### config.mk
export PLATFORM = sky130hd
export DESIGN_NAME = prox_tracker
export DESIGN_NICKNAME = d
export VERILOG_FILES = /design/src/rtl/prox_pkg.sv /design/src/rtl/prox_avg.sv /design/src/rtl/prox_baseline.sv /design/src/rtl/prox_detect.sv /design/src/rtl/prox_tracker.sv
export SDC_FILE = /design/constraint.sdc
export NUM_CORES = 1
export LEC_CHECK = 0
export ABC_CLOCK_PERIOD_IN_PS = 19480
export BUFFER_PORTS_ARGS = -buffer_cell sky130_fd_sc_hd__buf_4
export CORE_ASPECT_RATIO = 1.4
export CORE_MARGIN = 3
export CORE_UTILIZATION = 53
export CTS_CLUSTER_SIZE = 20
export DETAILED_ROUTE_END_ITERATION = 10
export PLACE_DENSITY = 0.72
export SLEW_MARGIN = 25
export SYNTH_ARGS = -nofsm -noshare
export SYNTH_HDL_FRONTEND = slang
export SYNTH_SLANG_ARGS = --single-unit
### constraint.sdc
create_clock -name clk -period 19.48 [get_ports clk]
set_input_delay 3.896 -clock clk [delete_from_list [all_inputs] [get_ports clk]]
set_output_delay 3.896 -clock clk [all_outputs]
set_load 0.1 [all_outputs]
### src/rtl/prox_pkg.sv
package prox_pkg;

  typedef enum logic {
    PWR_FULL = 1'b0,
    PWR_LOW  = 1'b1
  } pwr_mode_e;

  // Unsigned distance between two operands widened to 32 bits.
  function automatic logic [31:0] abs_gap(input logic [31:0] a, input logic [31:0] b);
    return (a >= b) ? (a - b) : (b - a);
  endfunction

endpackage

### src/rtl/prox_avg.sv
module prox_avg #(
  parameter int DW         = 16,
  parameter int LOG2_DEPTH = 2
) (
  input  logic          clk,
  input  logic          rst_n,
  input  logic          take,
  input  logic          seed,
  input  logic [DW-1:0] din,
  output logic [DW-1:0] avg_next,
  output logic [DW-1:0] avg_q
);
  localparam int DEPTH = 1 << LOG2_DEPTH;
  localparam int SW    = DW + LOG2_DEPTH;

  logic [DW-1:0] win [DEPTH];
  logic [SW-1:0] sum;

  // Sum of the incoming sample and the DEPTH-1 newest stored samples.
  always_comb begin
    sum = SW'(din);
    for (int i = 0; i < DEPTH - 1; i++) sum = sum + SW'(win[i]);
  end

  assign avg_next = seed ? din : DW'(sum >> LOG2_DEPTH);

  always_ff @(posedge clk or negedge rst_n) begin
    if (!rst_n) begin
      for (int i = 0; i < DEPTH; i++) win[i] <= '0;
      avg_q <= '0;
    end else if (take) begin
      win[0] <= din;
      for (int i = 1; i < DEPTH; i++) win[i] <= seed ? din : win[i-1];
      avg_q <= avg_next;
    end
  end

  AST_AVG_IDLE: assert property (@(posedge clk) disable iff (!rst_n)
    !take |=> $stable(avg_q));

endmodule

### src/rtl/prox_baseline.sv
module prox_baseline #(
  parameter int DW         = 16,
  parameter int SLOW_W     = 8,
  parameter int SLOW_SHIFT = 4
) (
  input  logic              clk,
  input  logic              rst_n,
  input  logic              take,
  input  logic              seed,
  input  logic              reload,
  input  logic              cal_en,
  input  logic [DW-1:0]     din,
  input  logic [SLOW_W-1:0] slow_lvl,
  output logic [DW-1:0]     amb_q
);
  import prox_pkg::*;

  logic [DW-1:0]      last_q;
  logic               accept;
  logic signed [DW:0] err, step, moved;

  assign accept = abs_gap(32'(din), 32'(last_q)) > 32'(slow_lvl);
  assign err    = $signed({1'b0, din}) - $signed({1'b0, amb_q});
  assign step   = err >>> SLOW_SHIFT;
  assign moved  = $signed({1'b0, amb_q}) + step;

  always_ff @(posedge clk or negedge rst_n) begin
    if (!rst_n) begin
      amb_q  <= '0;
      last_q <= '0;
    end else if (seed || reload) begin
      amb_q  <= din;
      last_q <= din;
    end else if (take && cal_en && accept) begin
      last_q <= din;
      amb_q  <= moved[DW-1:0];
    end
  end

  AST_AMB_IDLE: assert property (@(posedge clk) disable iff (!rst_n)
    !take |=> $stable(amb_q));

  AST_AMB_TOWARD: assert property (@(posedge clk) disable iff (!rst_n)
    (take && !seed && !reload) |=>
      (($past(din) >= $past(amb_q)) ? (amb_q >= $past(amb_q) && amb_q <= $past(din))
                                    : (amb_q <= $past(amb_q) && amb_q >= $past(din))));

endmodule

### src/rtl/prox_detect.sv
module prox_detect #(
  parameter int DW         = 16,
  parameter int CNT_W      = 4,
  parameter int FP_RECAL_W = 8,
  parameter int LP_RECAL_W = 6,
  parameter int LVL_W      = 8,
  parameter int RATE_W     = 6,
  parameter int MULT_LOG2  = 2
) (
  input  logic                  clk,
  input  logic                  rst_n,
  input  logic                  take,
  input  prox_pkg::pwr_mode_e   mode,
  input  logic [DW-1:0]         avg_next,
  input  logic [DW-1:0]         amb_q,
  input  logic [DW-1:0]         din,
  input  logic [CNT_W-1:0]      full_cnt,
  input  logic [CNT_W-1:0]      low_cnt,
  input  logic [FP_RECAL_W-1:0] full_recal,
  input  logic [LP_RECAL_W-1:0] low_recal,
  input  logic [LVL_W-1:0]      prox_lvl,
  input  logic [LVL_W-1:0]      recal_lvl,
  input  logic [RATE_W-1:0]     det_rate,
  output logic                  prox_q,
  output logic                  reload
);
  import prox_pkg::*;

  localparam int RCW = RATE_W + MULT_LOG2;
  localparam int TW  = (FP_RECAL_W > LP_RECAL_W) ? FP_RECAL_W : LP_RECAL_W;
  localparam logic [RCW-1:0]   RC_ONE  = RCW'(1);
  localparam logic [CNT_W-1:0] CNT_ONE = CNT_W'(1);
  localparam logic [TW:0]      T_ONE   = (TW+1)'(1);

  logic [RCW-1:0]   rcnt_q, interval;
  logic [CNT_W-1:0] run_q, run_next, dbn;
  logic [TW-1:0]    timer_q, timer_inc, limit;
  logic             eval, over, hi, prox_next;

  assign interval  = RCW'(det_rate) << MULT_LOG2;
  assign eval      = (interval == '0) || (rcnt_q >= interval - RC_ONE);
  assign over      = abs_gap(32'(avg_next), 32'(amb_q)) > 32'(prox_lvl);
  assign hi        = 32'(din) > (32'(amb_q) + 32'(recal_lvl));
  assign dbn       = (mode == PWR_LOW) ? low_cnt : full_cnt;
  assign limit     = (mode == PWR_LOW) ? TW'(low_recal) : TW'(full_recal);
  assign timer_inc = (timer_q == '1) ? timer_q : timer_q + TW'(1);

  assign reload = take && prox_q && hi && (limit != '0) &&
                  (({1'b0, timer_q} + T_ONE) == {1'b0, limit});

  always_comb begin
    prox_next = prox_q;
    run_next  = run_q;
    if (eval) begin
      if (over) begin
        prox_next = prox_q || (run_q >= dbn);
        run_next  = (run_q == '1) ? run_q : run_q + CNT_ONE;
      end else begin
        prox_next = 1'b0;
        run_next  = '0;
      end
    end
  end

  always_ff @(posedge clk or negedge rst_n) begin
    if (!rst_n) begin
      prox_q  <= 1'b0;
      run_q   <= '0;
      timer_q <= '0;
      rcnt_q  <= '0;
    end else if (take) begin
      rcnt_q <= eval ? '0 : rcnt_q + RC_ONE;
      if (reload) begin
        prox_q  <= 1'b0;
        run_q   <= '0;
        timer_q <= '0;
      end else begin
        prox_q  <= prox_next;
        run_q   <= run_next;
        timer_q <= (prox_q && hi && prox_next) ? timer_inc : '0;
      end
    end
  end

  AST_FLAG_IDLE: assert property (@(posedge clk) disable iff (!rst_n)
    !take |=> $stable(prox_q));

  AST_FLAG_UNTESTED: assert property (@(posedge clk) disable iff (!rst_n)
    (take && !eval && !reload) |=> $stable(prox_q));

  AST_FLAG_CLEARS: assert property (@(posedge clk) disable iff (!rst_n)
    (take && eval && !over) |=> !prox_q);

  AST_RELOAD_DROPS: assert property (@(posedge clk) disable iff (!rst_n)
    reload |=> !prox_q);

endmodule

### src/rtl/prox_tracker.sv
module prox_tracker #(
  parameter int DW         = 16,
  parameter int CNT_W      = 4,
  parameter int FP_RECAL_W = 8,
  parameter int LP_RECAL_W = 6,
  parameter int LVL_W      = 8,
  parameter int RATE_W     = 6,
  parameter int MULT_LOG2  = 2,
  parameter int LOG2_AVG   = 2,
  parameter int SLOW_SHIFT = 4
) (
  input  logic                  clk,
  input  logic                  rst_n,
  input  logic                  smp_valid,
  output logic                  smp_ready,
  input  logic [DW-1:0]         smp_data,
  input  logic                  low_power,
  input  logic [CNT_W-1:0]      cfg_full_cnt,
  input  logic [CNT_W-1:0]      cfg_low_cnt,
  input  logic [FP_RECAL_W-1:0] cfg_full_recal,
  input  logic [LP_RECAL_W-1:0] cfg_low_recal,
  input  logic [LVL_W-1:0]      cfg_prox_lvl,
  input  logic [LVL_W-1:0]      cfg_recal_lvl,
  input  logic [RATE_W-1:0]     cfg_det_rate,
  input  logic [LVL_W-1:0]      cfg_slow_lvl,
  output logic                  prox_flag,
  output logic                  cal_disable,
  output logic [DW-1:0]         ambient,
  output logic [DW-1:0]         fast_avg
);
  import prox_pkg::*;

  logic          primed_q, take, seed, armed_take, reload, prox;
  logic [DW-1:0] avg_next;
  pwr_mode_e     mode;

  assign smp_ready  = 1'b1;
  assign take       = smp_valid && smp_ready;
  assign seed       = take && !primed_q;
  assign armed_take = take && primed_q;
  assign mode       = low_power ? PWR_LOW : PWR_FULL;

  always_ff @(posedge clk or negedge rst_n) begin
    if (!rst_n)    primed_q <= 1'b0;
    else if (take) primed_q <= 1'b1;
  end

  prox_avg #(.DW(DW), .LOG2_DEPTH(LOG2_AVG)) u_avg (
    .clk(clk), .rst_n(rst_n), .take(take), .seed(seed), .din(smp_data),
    .avg_next(avg_next), .avg_q(fast_avg)
  );

  prox_baseline #(.DW(DW), .SLOW_W(LVL_W), .SLOW_SHIFT(SLOW_SHIFT)) u_base (
    .clk(clk), .rst_n(rst_n), .take(take), .seed(seed), .reload(reload),
    .cal_en(!prox), .din(smp_data), .slow_lvl(cfg_slow_lvl), .amb_q(ambient)
  );

  prox_detect #(
    .DW(DW), .CNT_W(CNT_W), .FP_RECAL_W(FP_RECAL_W), .LP_RECAL_W(LP_RECAL_W),
    .LVL_W(LVL_W), .RATE_W(RATE_W), .MULT_LOG2(MULT_LOG2)
  ) u_det (
    .clk(clk), .rst_n(rst_n), .take(armed_take), .mode(mode),
    .avg_next(avg_next), .amb_q(ambient), .din(smp_data),
    .full_cnt(cfg_full_cnt), .low_cnt(cfg_low_cnt),
    .full_recal(cfg_full_recal), .low_recal(cfg_low_recal),
    .prox_lvl(cfg_prox_lvl), .recal_lvl(cfg_recal_lvl), .det_rate(cfg_det_rate),
    .prox_q(prox), .reload(reload)
  );

  assign prox_flag   = prox;
  assign cal_disable = prox;

  AST_SEED_LOAD: assert property (@(posedge clk) disable iff (!rst_n)
    seed |=> (ambient == $past(smp_data) && fast_avg == $past(smp_data)));

  AST_CAL_FROZEN: assert property (@(posedge clk) disable iff (!rst_n)
    (prox_flag && !reload) |=> (ambient == $past(ambient)));

  AST_RELOAD_LOAD: assert property (@(posedge clk) disable iff (!rst_n)
    reload |=> (ambient == $past(smp_data)));

endmodule

==> Word-level counts from Yosys, hierarchy flattened <==
Index checks and enable logic that the tools add are counted.
{ "classes": {"addsub": 15, "n_mul": 0, "div": 0, "order_cmp": 7, "eq_ne": 5, "shifts": 0, "n_mux": 23, "n_bitwise": 0, "reduce_logical": 21} }
{ "ops": {"columns": ["op", "count"], "rows": [
  ["$mux W16", 7],
  ["$sub A16 B16 Y17", 5],
  ["$gt A32 B8 Y1", 2],
  ["$mux W32", 2],
  ["$mux W8", 5],
  ["$add A18 B16 Y18", 2],
  ["$ge A16 B16 Y1", 2],
  ["$gt A16 B32 Y1", 1],
  ["$mux W4", 5],
  ["$add A16 B16 Y17", 1],
  ["$add A16 B8 Y17", 1],
  ["$add A16 B13 Y16", 1],
  ["$add A8 B1 Y8 const B", 2],
  ["$logic_and A1 B1 Y1", 10],
  ["$add A8 B1 Y9 const B", 1],
  ["$eq A9 B8 Y1", 1],
  ["$eq A8 B8 Y1 const B", 1],
  ["$ge A8 B8 Y1", 1],
  ["$logic_not A8 Y1", 1],
  ["$reduce_bool A8 Y1", 1],
  ["$sub A8 B1 Y8 const B", 1],
  ["$ne A3 B2 Y1 const B", 2],
  ["$add A4 B1 Y4 const B", 1],
  ["$eq A4 B4 Y1 const B", 1],
  ["other kinds (7)", 14]
]} }
{ "word_totals": {"register_bits": 118, "latchBits": 0, "mem_bits_rw": 0, "mem_bits_ro": 0, "in_bits": 72, "n_memories": 0} }

==> Depth between registers and ports, before layout <==
Gate-level depths: netlist of the first run.
{ "depth": {"word_depth": 12, "mapped_depth": 47, "mapped_depth_nobuf": 45} }

==> Cells and area by module <==
A second synthesis of the first run with hierarchy kept.
{ "unflattened": {"cells_unflattened": 1653, "area_unflattened_um2": 13454.2} }
{ "by_module_without_submodules": {"columns": ["module", "n_inst", "cells_per_inst", "area_each_um2", "seq_area_each_um2"], "rows": [
  ["prox_detect", 1, 569, 4484.3, 525.5],
  ["prox_avg", 1, 512, 4479.3, 1601.5],
  ["prox_baseline", 1, 564, 4420.5, 800.8],
  ["prox_tracker", 1, 8, 70.1, 25.0]
]} }

==> Least setup slack after synthesis of the first run <==
OpenSTA, ideal clock, no wires.
{ "synth_timing": {"kind": "in2reg", "startpoint": "input smp_data[1]", "endpoint": "register u_det.timer_q[1]", "setup_time_ps": 125, "t_arrival_ps": 12319, "required_ps": 19355, "path_slack_ps": 7036, "cell_stages": 43, "path_buffers": 1, "cell_sequence": "ha_1 a21o_1 a21oi_1 o21ai_0 a21oi_1 nand2b_1 a21boi_0 o31a_1 o211ai_1 o21bai_1 a21oi_1 xor2_1 fa_1 inv_1 ha_1 or3_1 or3_1 a41oi_1 [7 not listed] o21a_1 clkbuf_1 mux2i_1 a21oi_1 o21ai_0 xor2_1 ha_1 nand3_1 or2_2 a21oi_1 o31ai_1 o2111ai_1 a2111oi_0 and4_1 a41o_1 a31oi_1 a21oi_1 mux2_2"} }
{ "synth_via": {"elab_chain_cells": 12, "word_cells_on_any_way": 21, "cone_classes": "add/sub: 5; order compare: 3; eq/ne: 1; mux: 6; reduce/logical: 6"} }
{ "synth_rtl": {"columns": ["item", "line_no", "text"], "rows": [
  ["start, declared", "prox_tracker.sv:16", "input logic [DW-1:0] smp_data,"],
  ["$add A16 B16 Y17 (*)", "prox_avg.sv:22", "for (int i = 0; i < DEPTH - 1; i++) sum = sum + SW'(win[i]);"],
  ["$add A18 B16 Y18 (*) (2 in a row)", "prox_avg.sv:22", null],
  ["$mux W16 (*)", "prox_avg.sv:25", "assign avg_next = seed ? din : DW'(sum >> LOG2_DEPTH);"],
  ["net avg_next[14]", "prox_tracker.sv:34", "logic [DW-1:0] avg_next;"],
  ["$sub A16 B16 Y17 / $ge A16 B16 Y1 (equally long branches)", "prox_pkg.sv:10", "return (a >= b) ? (a - b) : (b - a);"],
  ["$mux W32 (*)", "prox_pkg.sv:10", null],
  ["$gt A32 B8 Y1 (*)", "prox_detect.sv:42", "assign over = abs_gap(32'(avg_next), 32'(amb_q)) > 32'(prox_lvl);"],
  ["$mux W1 (*)", "prox_detect.sv:55", "if (over) begin"],
  ["$mux W1 (*)", "prox_detect.sv:54", "if (eval) begin"],
  ["$logic_and A1 B1 Y1 (*)", "prox_detect.sv:80", "timer_q <= (prox_q && hi && prox_next) ? timer_inc : '0;"],
  ["$ne A3 B2 Y1 (no line) / $mux W8 (equally long branches)", null, null],
  ["$reduce_and A2 Y1 (no line) / $mux W8 (equally long branches)", null, null],
  ["end signal, assigned", "prox_detect.sv:80", null],
  ["end, declared", "prox_detect.sv:37", "logic [TW-1:0] timer_q, timer_inc, limit;"]
]} }
The timed path passes the listed nets; every way through them passes the cells marked *.
A chain may end at the register's enable or synchronous reset.

==> Final worst setup path of the first run <==
{ "layout_timing": {"startpoint": "input smp_data[0]", "endpoint": "register u_det.timer_q[1]"} }
Same word-level chain as after synthesis.

==> results of run 1 <==
worst min-delay path by stage:
stage | startpoint | to | slack, ns
final | u_det.rcnt_q[4] | u_det.rcnt_q[4] | 0.51
after floorplan | u_det.rcnt_q[5] | u_det.rcnt_q[5] | 0.47
after CTS | u_det.rcnt_q[4] | u_det.rcnt_q[4] | 0.51
after detailed placement | u_det.rcnt_q[4] | u_det.rcnt_q[4] | 0.50
after global routing | u_det.rcnt_q[5] | u_det.rcnt_q[5] | 0.53
after global placement | u_avg.avg_q[1] | u_avg.avg_q[1] | 0.50
kinds of logic (layout without fill, tap and decap cells):
family          after synthesis  after routing
xor+xnor                    101            101
buf+inv                     247            330
simple gates                435            435
compound gates              447            447
other cells                   1              1
mux                          82             82
flops                       118            118
fa+ha+maj                   204            204
worst max-delay path: cells and delay by family:
kind / cells / cell delay, ns
AOI/OAI and AO/OA: 20 / 5.25
adders and majority gates: 6 / 1.90
and+or+nand+nor: 9 / 1.54
muxes: 2 / 0.80
buffers and inverters: 5 / 0.50
xor gates and xnor gates: 3 / 0.43
flip-flops by register name (all words and copies together) (netlist names):
name           count
primed_q           1
u_det.run_q        4
u_det.prox_q       1
u_det.rcnt_q       8
u_base.amb_q      16
u_base.last_q     16
u_det.timer_q      8
u_avg.win         48
u_avg.avg_q       16
metrics by stage:
step	hold slack, ns	cells	area (um2)	utilization [%]
global placement	0.496	1996	14100	58.4
CTS	0.515	2028	14700	60.7
finish	0.514	2028	14700	60.8
global route	0.531	2028	14700	60.8
detailed placement	0.500	1996	14100	58.4
floorplan	0.465	1635	13200	-
metal layers:
layer  vias to the layer above  GRT usage (%)  wire, um
met3                        69           4.07      1580
met1                      5696           32.1     15100
met4                         0           9.56      1150
met5                         -              0         0
met2                       342           48.5     17800
li1                       5846              -         -
cell usage after synthesis (9+ instances only):
cell	count
nor2_1	158
clkbuf_1	44
nand2b_1	16
a31oi_1	16
mux2i_1	57
inv_1	185
o21ai_0	72
o211ai_1	12
fa_1	23
a21o_1	38
xnor2_1	64
a21oi_1	191
dfrtp_1	118
ha_1	181
o31ai_1	15
nor3_1	35
nand2_1	82
o21bai_1	13
nor4_1	9
nor2b_1	24
o21a_1	16
nand3_1	40
and3_1	17
nand4_1	13
or3_1	9
o21ai_1	18
xor2_1	37
mux2_2	24
layout make-up:
type / count / area (um2)
well taps: 310 / 388
clock buffers: 18 / 439
clock inverters: 14 / 130
fillers: 2181 / 9510
flip-flops and latches: 118 / 2950
repair buffers: 112 / 841
inverters: 186 / 698
multi-input cells: 1270 / 9270
==> results.toml, run 1 <==
[yosys]
yosys.area_share.adder_pct = 20.7
synth_top_family_by_area = "adder cells"
leading_post_synthesis_cells_by_cell_area = "dfrtp_1 (22%), ha_1 (17%), a21oi_1 (7.3%)"
synth_async_sr_flop_share_pct = 100
count_of_flip_flops_with_a_built_in_enable_after_synthesis = 0
syn-mean-instance-area_um2 = 8.05
ys.flop_type = "dfrtp_1"
synth-compound-area-share_pct = 20.6
mapped_nets = 1911
synth-seq-area-share_pct = 22.4
synth_top_area_share_pct = 22.4
synth-seq-cells = 118
synth.area.mux_share_pct = 6.50
synth_simple_gate_area_share_pct = 15.7
synthDominantAreaCellType = "dfrtp_1"
syn-cell-area_mm2 = 0.0132
post_synth_xor_xnor_area_pct = 6.72
synth_unique_cells = 71
postSynthCellCount = 1635
yosysWarningCount = 0

[cts]
tritoncts.num_buffers = 17
insertion_delay_ns = 0.42
cts_hold_repair.buffers = 0
clock_tree_from_tritoncts = "yes"
sinks_on_the_clock_net = 118
path_clk_slew_ns = 0.06
cts.path.max_buffers = 2
htree_levels = 4
cts_resized = 0
post-cts-setup-buffers = 0
root_buffer_cell = "clkbuf_16"

[detailed_routing]
drt_first_iter_violations = 655
number_of_nets_with_antenna_violations_after_routing = 0
route.final.wire_length_mm = 35.7
num_vias = 12000
drt_drc_violations_left = 0
post_drt_via_cell_ratio = 5.89
first_pass_iters = 5
wl_per_cell_um = 17.6

[finish]
antenna_cells = 0
mostFrequentLayoutCell = "a21oi_1"
nNetsFinal = 1981
mostFrequentLayoutCells = "a21oi_1 (191), inv_1 (185), ha_1 (181)"
layout-area-overhead-vs-synth_pct = 11.8
drive_gt1_share_pct = 11.0

[critical_path]
criticalPathCategory = "input pin to flip-flop"
timing.critical_path.slowest_stage_cell = "a21oi_1"
critical_path.endpoint = "u_det.timer_q[1]"
start_kind = "input pin"
worst-r2r-cell-count = 44
timing.critical_path.required_ns = 19.78
critical_path.endpoint_type = "flip-flop"
critPathArrivalTime_ns = 14.34
worst_path_largest_cell_delay_ns = 0.60
timing.rr.end = "u_det.timer_q[1]"
crit_path_max_fanout = 12
worst_path_most_repeated_cell = "o21ai_0"
regToRegSetupSlack_ns = 8.67
cp-startpoint = "smp_data[0]"
regToRegStartpoint = "u_avg.win[48]"

[global_route]
grt_antenna_before_repair = 0
grt_pass1_vias = 11800
maximum_number_of_pins_on_one_net_before_global_route_repair = 69
overall_fraction_of_global_route_tracks_in_use_pct = 26.7
overflow = 0
grt_first_pass_wirelength_mm = 58.3

[timing]
final.setup.tns_ns = 0
slew_viol_final = 0
worst_skew_ns = 0.0117
final_critical_path_setup_slack_ns = 5.45
slew_at_the_pin_closest_to_its_max_slew_limit_ns = 0.933
max_clock_freq_mhz = 71.3
unrepaired_setup_endpoints_after_global_routing = "no"
period_share_pct = 72.0
timing_hold_violations_final = 0
setup_viol_count_final = 0
finalCriticalPeriod_ns = 14.03
slew_headroom_pct = 37.0

[floorplanning]
die_height_um = 192
io_pins = 107
floorplan.die_area_mm2 = 0.0268
design.core.area_mm2 = 0.0242
floorplan.initialDensity_pct = 54.3
die_x_um = 139
floorplan.rows = 67

[min_path]
min_delay_path_depth = 1
hp-class = "flip-flop to flip-flop"

[placement]
placement.io_buffers = 105
dpl.hpwl_mm = 28.1
pre_cts_ws_ns = 5.26
gp_routability_congestion = 0.912

[run_status]
run_status = "complete, no violations"

[job]
timing.max_cap.violations = 0
Power of run 1 is not shown: default switching activity piles up to over one toggle a cycle in this logic, so the estimate is an artifact.
==> inputs of run 2 (changes only) <==
--- a/config.mk
+++ b/config.mk
@@ -5,14 +5,14 @@
 export SDC_FILE = /design/constraint.sdc
 export NUM_CORES = 1
 export LEC_CHECK = 0
-export ABC_CLOCK_PERIOD_IN_PS = 19480
+export ABC_CLOCK_PERIOD_IN_PS = 11600
 export BUFFER_PORTS_ARGS = -buffer_cell sky130_fd_sc_hd__buf_4
 export CORE_ASPECT_RATIO = 1.4
 export CORE_MARGIN = 3
 export CORE_UTILIZATION = 53
 export CTS_CLUSTER_SIZE = 20
 export DETAILED_ROUTE_END_ITERATION = 10
-export PLACE_DENSITY = 0.72
+export PLACE_DENSITY = 0.75
 export SLEW_MARGIN = 25
 export SYNTH_ARGS = -nofsm -noshare
 export SYNTH_HDL_FRONTEND = slang
==> constraint.sdc (replaced) <==
create_clock -name clk -period 11.6 [get_ports clk]
set_input_delay 2.32 -clock clk [delete_from_list [all_inputs] [get_ports clk]]
set_output_delay 2.32 -clock clk [all_outputs]
set_load 0.1 [all_outputs]
==> run 2 against run 1 <==
Global-route usage is 0.14 points higher. Via count grew 1.6%. Routed wire length is 0.98% higher. Sequential share of layout area is 0.36 points lower. Register-to-register slack got worse by 6.4 ns. Critical path depth unchanged. Critical endpoint unchanged. Highest routed layer unchanged.
==> results.toml, run 2 (same netlist as run 1, synthesis figures left out) <==
[cts]
sinks_on_the_clock_net = 118
insertion_delay_ns = 0.43
root_buffer_cell = "clkbuf_16"
htree_levels = 4
tritoncts.num_buffers = 17
cts.path.max_buffers = 2
path_clk_slew_ns = 0.06
clock_tree_from_tritoncts = "yes"

[critical_path]
worst-r2r-cell-count = 44
worst_path_largest_cell_delay_ns = 0.49
timing.critical_path.slowest_stage_cell = "fa_1"
worst_path_most_repeated_cell = "a21oi_1"
criticalPathCategory = "input pin to flip-flop"
crit_path_max_fanout = 12
start_kind = "input pin"
timing.critical_path.required_ns = 11.91
timing.rr.end = "u_det.timer_q[1]"
regToRegStartpoint = "u_avg.win[49]"
critPathArrivalTime_ns = 11.32
critical_path.endpoint_type = "flip-flop"
regToRegSetupSlack_ns = 2.24

[floorplanning]
die_x_um = 139
die_height_um = 192
io_pins = 107
floorplan.rows = 67
floorplan.die_area_mm2 = 0.0268
design.core.area_mm2 = 0.0242
floorplan.initialDensity_pct = 54.3

[timing]
timing_hold_violations_final = 0
period_share_pct = 94.9
unrepaired_setup_endpoints_after_global_routing = "no"
slew_headroom_pct = 34.3
setup_viol_count_final = 0
finalCriticalPeriod_ns = 11.01
worst_skew_ns = 0.00852
max_clock_freq_mhz = 90.8
slew_at_the_pin_closest_to_its_max_slew_limit_ns = 0.986
slew_viol_final = 0
final.setup.tns_ns = 0

[finish]
nNetsFinal = 2005
antenna_cells = 0
largest_reg_flops = 48
drive_gt1_share_pct = 12.5
mostFrequentLayoutCell = "a21oi_1"
mostFrequentLayoutCells = "a21oi_1 (189), inv_1 (185), ha_1 (181)"
layout-area-overhead-vs-synth_pct = 13.9
registers.top_by_ff_count = "u_avg.win"
layout.cell_area.non_filler_mm2 = 0.0150

[global_route]
grt_first_pass_wirelength_mm = 58.9
maximum_number_of_pins_on_one_net_before_global_route_repair = 108
overflow = 0
grt_antenna_before_repair = 0
overall_fraction_of_global_route_tracks_in_use_pct = 26.8
grt_pass1_vias = 12000

[placement]
gp_routability_congestion = 0.916
dpl.hpwl_mm = 28.4
placement.io_buffers = 105
placed_area_mm2 = 0.0143

[detailed_routing]
first_pass_iters = 5
drt_drc_violations_left = 0
num_vias = 12100
route.final.wire_length_mm = 36.0
wl_per_cell_um = 17.6
drt_first_iter_violations = 758
number_of_nets_with_antenna_violations_after_routing = 0
post_drt_via_cell_ratio = 5.92

[run_status]
run_status = "complete, no violations"

[job]
timing.max_cap.violations = 0

[min_path]
hp-class = "flip-flop to flip-flop"
hold_path_startpoint = "u_avg.avg_q[0]"
hold_end = "u_avg.avg_q[0]"
min_delay_path_depth = 2
## run 2: cell count changes in the layout (fill, tap and decap cells not counted), moves of 2 or more
cell,delta
buf_4,+22
clkinvlp_4,-8
inv_6,+7
a21oi_1,-2
a21oi_2,+2
bufinv_16,+2
clkinv_4,-2
## run 2: worst max-delay path: cells and delay by family
family,cells,cell delay (ns)
AOI/OAI and AO/OA,20,4.05
xor gates and xnor gates,3,0.30
adders and majority gates,5,1.59
buffers and inverters,6,0.89
muxes,2,0.52
and+or+nand+nor,9,1.64
## run 2: how the worst max path moves through the flow
stage | start | end | slack, ns | cells after the start
after floorplan | smp_data[1] | u_det.timer_q[1] | 0.73 | 43
after CTS | smp_data[0] | u_det.timer_q[1] | 0.29 | 46
after global placement | smp_data[1] | u_det.timer_q[1] | 0.20 | 44
after global routing | smp_data[0] | u_det.timer_q[1] | 0.01 | 47
final | smp_data[1] | u_det.timer_q[1] | 0.59 | 45
after detailed placement | smp_data[1] | u_det.timer_q[1] | -0.09 | 44
## run 2: routing by layer
layer / GRT usage (%) / part of all wire, % / vias up
li1: - / - / 5886
met1: 32.0 / 41 / 5812
met2: 48.4 / 50 / 356
met3: 4.24 / 5.0 / 89
met4: 10.7 / 3.9 / 0
met5: 0 / 0 / -
## run 2: what timing repair did
item | CTS | global route
hold endpoints to repair | 0 | 0
endpoints found under the setup margin | 0 | 13
setup buffers | 0 | 3
hold buffers | 0 | 0
gates resized for setup | 0 | 7
## run 2: stage by stage
stage | setup WS [ns] | cells | utilization [%] | hold slack [ns]
after floorplan | 0.732 | 1635 | - | 0.465
after global placement | 0.203 | 2016 | 59.0 | 0.500
after detailed placement | -0.0931 | 2016 | 59.0 | 0.518
after CTS | 0.291 | 2048 | 61.6 | 0.531
after global routing | 0.0143 | 2052 | 61.9 | 0.562
final | 0.593 | 2052 | 61.9 | 0.523
## run 2: area by class of cell
| cell class | instances | area (um2) |
|---|---|---|
| clock inverters | 14 | 185 |
| clock buffers | 18 | 439 |
| repair buffers | 136 | 1040 |
| inverters | 186 | 698 |
| flip-flops and latches | 118 | 2950 |
| fillers | 2153 | 9240 |
| well taps | 310 | 388 |
| multi-input cells | 1270 | 9280 |
Power of run 2 is left out for the same reason.
